File: config.mk
export PLATFORM = sky130hd
export DESIGN_NAME = spi_cmd_rx
export DESIGN_NICKNAME = d
export VERILOG_FILES = /design/src/rtl/spi_cmd_pkg.sv /design/src/rtl/spi_cmd_sync.sv /design/src/rtl/spi_cmd_shifter.sv /design/src/rtl/spi_cmd_decode.sv /design/src/rtl/spi_cmd_rx.sv
export SDC_FILE = /design/constraint.sdc
export NUM_CORES = 1
export LEC_CHECK = 0
export BUFFER_PORTS_ARGS = -buffer_cell sky130_fd_sc_hd__buf_2
export CORE_MARGIN = 2
export CORE_UTILIZATION = 57
export DETAILED_ROUTE_END_ITERATION = 8
export PLACE_DENSITY = 0.87
export SLEW_MARGIN = 20
export SYNTH_ARGS = -nofsm -noshare
export SYNTH_HDL_FRONTEND = slang
export SYNTH_SLANG_ARGS = --single-unit
File: constraint.sdc
create_clock -name clk -period 1.7 [get_ports clk]
set_input_delay 0.085 -clock clk [delete_from_list [all_inputs] [get_ports clk]]
set_output_delay 0.085 -clock clk [all_outputs]
set_load 0.03 [all_outputs]
File: src/rtl/spi_cmd_pkg.sv
// Shared widths and the decoded word layout for the SPI command receiver.
// Assumes a fixed opcode-over-operand split; downstream logic relies on it.
package spi_cmd_pkg;
    localparam int WORD_W = 16;
    localparam int CMD_W  = 4;
    localparam int DATA_W = WORD_W - CMD_W;

    typedef struct packed {
        logic [CMD_W-1:0]  code;
        logic [DATA_W-1:0] data;
    } cmd_word_t;
endpackage

File: src/rtl/spi_cmd_sync.sv
// Multi-stage synchronizer for a bundle of asynchronous single-bit inputs.
// Assumes each bit is sampled independently; STAGES must be at least 2.
module spi_cmd_sync #(
    parameter int             W       = 3,
    parameter int             STAGES  = 2,
    parameter logic [W-1:0]   RST_VAL = '0
) (
    input  logic         clk,
    input  logic         rst_n,
    input  logic [W-1:0] din,
    output logic [W-1:0] dout
);
    logic [STAGES-1:0][W-1:0] chain;

    // Shift the inputs through the flop chain, reset to the idle value.
    always_ff @(posedge clk) begin
        if (!rst_n) chain <= {STAGES{RST_VAL}};
        else        chain <= {chain[STAGES-2:0], din};
    end

    assign dout = chain[STAGES-1];
endmodule

File: src/rtl/spi_cmd_shifter.sv
// Frames and shifts serial bits in the system clock domain.
// Assumes synchronized inputs and SCK no faster than clk/6, so each
// SCK level lasts several clk cycles and MOSI is stable at the rising edge.
module spi_cmd_shifter
    import spi_cmd_pkg::*;
(
    input  logic              clk,
    input  logic              rst_n,
    input  logic              sck_s,
    input  logic              mosi_s,
    input  logic              cs_n_s,
    output logic              word_valid,
    output logic [WORD_W-1:0] word
);
    localparam int CNT_MAX = WORD_W + 1;
    localparam int CNT_W   = $clog2(CNT_MAX + 1);

    logic              sck_q, cs_q;
    logic              sck_rise, cs_rise;
    logic [WORD_W-1:0] shreg;
    logic [CNT_W-1:0]  bit_cnt;

    assign sck_rise = sck_s & ~sck_q;
    assign cs_rise  = cs_n_s & ~cs_q;

    // Remember the previous synchronized levels for edge detection.
    always_ff @(posedge clk) begin
        if (!rst_n) begin
            sck_q <= 1'b0;
            cs_q  <= 1'b1;
        end else begin
            sck_q <= sck_s;
            cs_q  <= cs_n_s;
        end
    end

    // Shift bits during a frame and judge the bit count when it closes.
    always_ff @(posedge clk) begin
        if (!rst_n) begin
            shreg      <= '0;
            bit_cnt    <= '0;
            word_valid <= 1'b0;
            word       <= '0;
        end else begin
            word_valid <= 1'b0;
            if (cs_rise) begin
                if (bit_cnt == CNT_W'(WORD_W)) begin
                    word_valid <= 1'b1;
                    word       <= shreg;
                end
                bit_cnt <= '0;
            end else if (cs_n_s) begin
                bit_cnt <= '0;
            end else if (sck_rise) begin
                shreg <= {shreg[WORD_W-2:0], mosi_s};
                if (bit_cnt != CNT_W'(CNT_MAX)) bit_cnt <= bit_cnt + 1'b1;
            end
        end
    end

    AST_CNT_BOUND: assert property (@(posedge clk) disable iff (!rst_n)
        bit_cnt <= CNT_W'(CNT_MAX));
    AST_CNT_IDLE: assert property (@(posedge clk) disable iff (!rst_n)
        (cs_n_s && cs_q) |=> (bit_cnt == '0));
    AST_ACCEPT_FULL: assert property (@(posedge clk) disable iff (!rst_n)
        word_valid |-> (bit_cnt == '0 && cs_q));
endmodule

File: src/rtl/spi_cmd_decode.sv
// Splits an accepted word into opcode and operand and keeps the mode register.
// Assumes word_valid is a single-cycle pulse from the framing logic.
module spi_cmd_decode
    import spi_cmd_pkg::*;
#(
    parameter logic [CMD_W-1:0] CFG_OPCODE = 4'h1,
    parameter int               MODE_W     = 8
) (
    input  logic              clk,
    input  logic              rst_n,
    input  logic              word_valid,
    input  logic [WORD_W-1:0] word,
    output logic              cmd_valid,
    output logic [CMD_W-1:0]  cmd_code,
    output logic [DATA_W-1:0] cmd_data,
    output logic [MODE_W-1:0] mode_reg
);
    cmd_word_t fields;
    assign fields = cmd_word_t'(word);

    // Register the decoded fields and update the mode on the config opcode.
    always_ff @(posedge clk) begin
        if (!rst_n) begin
            cmd_valid <= 1'b0;
            cmd_code  <= '0;
            cmd_data  <= '0;
            mode_reg  <= '0;
        end else begin
            cmd_valid <= word_valid;
            if (word_valid) begin
                cmd_code <= fields.code;
                cmd_data <= fields.data;
                if (fields.code == CFG_OPCODE) mode_reg <= fields.data[MODE_W-1:0];
            end
        end
    end

    AST_STROBE_PULSE: assert property (@(posedge clk) disable iff (!rst_n)
        cmd_valid |=> !cmd_valid);
    AST_FIELDS_HOLD: assert property (@(posedge clk) disable iff (!rst_n)
        !cmd_valid |-> ($stable(cmd_code) && $stable(cmd_data)));
endmodule

File: src/rtl/spi_cmd_rx.sv
// SPI target receiving 16-bit opcode/operand words framed by chip select.
// Assumes SCK idles low, data taken on the rising edge, SCK <= clk/6.
module spi_cmd_rx
    import spi_cmd_pkg::*;
#(
    parameter logic [3:0] CFG_OPCODE  = 4'h1,
    parameter int         MODE_W      = 8,
    parameter int         SYNC_STAGES = 2
) (
    input  logic              clk,
    input  logic              rst_n,
    input  logic              sck,
    input  logic              mosi,
    input  logic              cs_n,
    output logic              cmd_valid,
    output logic [3:0]        cmd_code,
    output logic [11:0]       cmd_data,
    output logic [MODE_W-1:0] mode_reg
);
    logic [2:0]        pins_s;
    logic              word_valid;
    logic [WORD_W-1:0] word;

    spi_cmd_sync #(.W(3), .STAGES(SYNC_STAGES), .RST_VAL(3'b100)) u_sync (
        .clk  (clk),
        .rst_n(rst_n),
        .din  ({cs_n, mosi, sck}),
        .dout (pins_s)
    );

    spi_cmd_shifter u_shift (
        .clk       (clk),
        .rst_n     (rst_n),
        .sck_s     (pins_s[0]),
        .mosi_s    (pins_s[1]),
        .cs_n_s    (pins_s[2]),
        .word_valid(word_valid),
        .word      (word)
    );

    spi_cmd_decode #(.CFG_OPCODE(CFG_OPCODE), .MODE_W(MODE_W)) u_dec (
        .clk       (clk),
        .rst_n     (rst_n),
        .word_valid(word_valid),
        .word      (word),
        .cmd_valid (cmd_valid),
        .cmd_code  (cmd_code),
        .cmd_data  (cmd_data),
        .mode_reg  (mode_reg)
    );

    AST_MODE_ONLY_CFG: assert property (@(posedge clk) disable iff (!rst_n)
        (mode_reg != $past(mode_reg)) |-> (cmd_valid && cmd_code == CFG_OPCODE));
endmodule

==> results.cfg <==
[worst_setup_path]
r2r_setup_slack_ns = 0.15
worst_r2r_startpoint = u_shift.bit_cnt[0]$_SDFFE_PP0P_
reg2reg_to = u_shift.word_valid$_SDFF_PN0_
r2r_cells = 6
endpoint_kind = register
cp.required_ns = 1.94
critPathArrivalTime_ns = 1.78
cp-start-kind = register
criticalPathCategory = register to register
crit_fanout = 17

[floorplan]
dieArea_sq_mm = 0.005313
row_count = 25
die_x_microns = 72.89
die_h_microns = 72.89
core_area_sq_mm = 0.004661
floorplan.initialDensity_pct = 58.04
io_pins = 30

[sta]
drv_slew = 0
tightestPinTransition_ns = 0.5108
finalCritPeriodShare_pct = 90.93
timing.fmax_mhz = 646.9
finalClockSkew_ns = 0.006350
max-slew-margin-rel_pct = 65.94
rsz0062_at_grt = false
finalSetupTns_ns = 0
setup_viol = 0
min_period_ns = 1.546
fin_hold_ws_ns = 0.2137
hold_viol = 0

[clock_tree]
htree_levels = 3
post_cts_resized = 0
path_clk_slew_ns = 0.07
numCtsBuffers = 9
numClockSinks = 71
cts_root_buf = clkbuf_8
cts_max_path_buffers = 2
clk_latency_ns = 0.34
cts_tree = built

[global_route]
antenna_found_initial = 0
busiest_layer = met2
grt_pass1_vias = 1795
overflow = 0
grt_max_degree = 42
grt_use_met3_pct = 5.387
grt_util_met1_pct = 21.62
grt_use_total_pct = 18.68
grt_pass1_wl_mm = 7.590
use_met2_pct = 31.21

[route]
drt_wl_total_mm = 4.440
routed_via_density = 5.162
drt_pass1_iterations = 4
wl_per_cell_microns = 12.20
remaining_drc_errors = 0
vias = 1879
initialDrtViolationCount = 87
ant_nets = 0

[synthesis]
syn_area_sq_mm = 0.002705
synth-seq-cells = 71
seq_area_frac_synth_pct = 52.54
avgSynthCellArea_sq_um = 9.873
synth_edf_count = 0
synth.most_common_cell = nand2_1
async_reset_ff_share_pct = 0
yosys_warnings = 0
ys.flop_type = dfxtp_1
synth_top_cell_by_area = dfxtp_1
synth_top_area_share_pct = 52.54
synthTopCellsByCount = nand2_1, dfxtp_1, mux2i_1
synthDistinctLibCells = 28
synthCells = 274
synthesis.nets = 282
synthTopCellsByArea = dfxtp_1, mux2i_1, nand2_1, a21boi_0, nor2b_1

[cells_and_area]
final-seq-area_sq_mm = 0.001421
fin_area_sq_mm = 0.003052
nFillCells = 376
area.growth.synth_to_final_pct = 12.81
drive_gt1_share_pct = 16.13
largestRegisters = u_shift.shreg (16), u_shift.word (16), u_dec.cmd_data (12)
multi_input_area_sq_mm = 0.001182
num-nets-final = 315
n_antenna_cell = 0

[flow_run]
cap_violations = 0

[power]
leakage_nw = 1.093
fin_total_pwr_mw = 2.796
power_density_mw_per_mm2 = 916.3
peakVddDrop_v = 0.0005344

[placed_design]
place.gp.congestion = 0.8520
placed_cell_area_sq_mm = 0.002877
numPortBuffers = 29
detailed_place_hpwl_mm = 3.014

[min_path]
hold-path-cell-count = 3
hold_path.startpoint = rst_n
hold_path_class = primary input to register
holdPathEnd = u_shift.cs_q$_SDFF_PN1_

[run_status]
run_status = completed
-- kinds of logic (layout without fill, tap and decap cells) --
| logic type | after synthesis | after routing | synth area share [%] |
|---|---|---|---|
| flops | 71 | 71 | 52.54 |
| simple gates | 114 | 114 | 20.95 |
| compound gates | 27 | 27 | 6.938 |
| buf+inv | 20 | 56 | 3.746 |
| fa+ha+maj | 3 | 3 | 1.388 |
| mux | 39 | 39 | 14.43 |
-- worst max path at each step --
stage                                          from  slack (ns)  depth (start not counted)                            end
finish              u_shift.bit_cnt[0]$_SDFFE_PP0P_        0.15                          6  u_shift.word_valid$_SDFF_PN0_
CTS                 u_shift.bit_cnt[0]$_SDFFE_PP0P_        0.15                          6  u_shift.word_valid$_SDFF_PN0_
detailed placement  u_shift.bit_cnt[0]$_SDFFE_PP0P_        0.15                          6  u_shift.word_valid$_SDFF_PN0_
floorplan           u_shift.bit_cnt[0]$_SDFFE_PP0P_        0.21                          7  u_shift.word_valid$_SDFF_PN0_
global route        u_shift.bit_cnt[0]$_SDFFE_PP0P_        0.07                          6  u_shift.word_valid$_SDFF_PN0_
global placement    u_shift.bit_cnt[0]$_SDFFE_PP0P_        0.23                          6  u_shift.word_valid$_SDFF_PN0_
-- stage by stage --
step           std cells  setup slack, ns  utilization [%]
3_3_place_gp         347           0.2253            61.72
5_1_grt              364          0.06662            65.48
3_5_place_dp         347           0.1518            61.72
6_report             364           0.1542            65.48
2_1_floorplan        274           0.2084                -
4_1_cts              364           0.1487            65.48
-- cell usage in the layout (no fill, tap or decap) --
cell / count
and3_1: 1
a311o_1: 1
clkbuf_1: 3
or3b_1: 1
nor4_4: 1
nand3b_1: 1
a21boi_0: 14
dlygate4sd3_1: 3
nand2_4: 1
clkinv_2: 2
buf_2: 29
nor3b_2: 1
inv_1: 4
and2_1: 7
ha_1: 3
a21oi_1: 4
and4bb_2: 1
nand2b_1: 4
or3_1: 3
buf_4: 6
dfxtp_1: 71
nor2b_1: 16
o211ai_1: 1
o31ai_1: 1
a21boi_1: 3
clkbuf_8: 9
and4bb_1: 1
nand3_1: 1
o21ai_0: 3
mux2i_1: 39
nand2_1: 75
-- cell type report --
| type | instances | share of cell area (%) |
|---|---|---|
| clock inverters | 2 | 0.3280 |
| flip-flops and latches | 71 | 46.58 |
| inverters | 4 | 0.4920 |
| well taps | 54 | 2.214 |
| multi-input cells | 183 | 38.75 |
| clock buffers | 12 | 4.428 |
| repair buffers | 38 | 7.216 |
-- power breakdown --
| group | internal, mW | total (mW) | switching [mW] | leakage [nW] |
|---|---|---|---|---|
| combinational | 0.0266 | 0.0586 | 0.0320 | 0.444 |
| clock | 0.510 | 1.06 | 0.553 | 0.0761 |
| sequential | 1.67 | 1.68 | 0.00396 | 0.573 |
| total | 2.21 | 2.80 | 0.589 | 1.09 |
-- critical path: stages (launching register included) --
cell and delay [ns]:
dfxtp_1 0.41, inv_1 0.07, ha_1 0.19, and4bb_1 0.19, and3_1 0.17, buf_4 0.22
and2_1 0.19
-- per-layer routing --
| layer | up-vias | share of wire (%) |
|---|---|---|
| li1 | 967 | - |
| met4 | 0 | 1.8 |
| met5 | - | 0 |
| met2 | 34 | 48 |
| met1 | 867 | 47 |
| met3 | 11 | 3.0 |
-- timing repair --
action,CTS,global route
hold buffers,3,0
hold endpoints to repair,3,0
setup buffers,0,0
No activity file was read; power rests on OpenSTA's default activity.
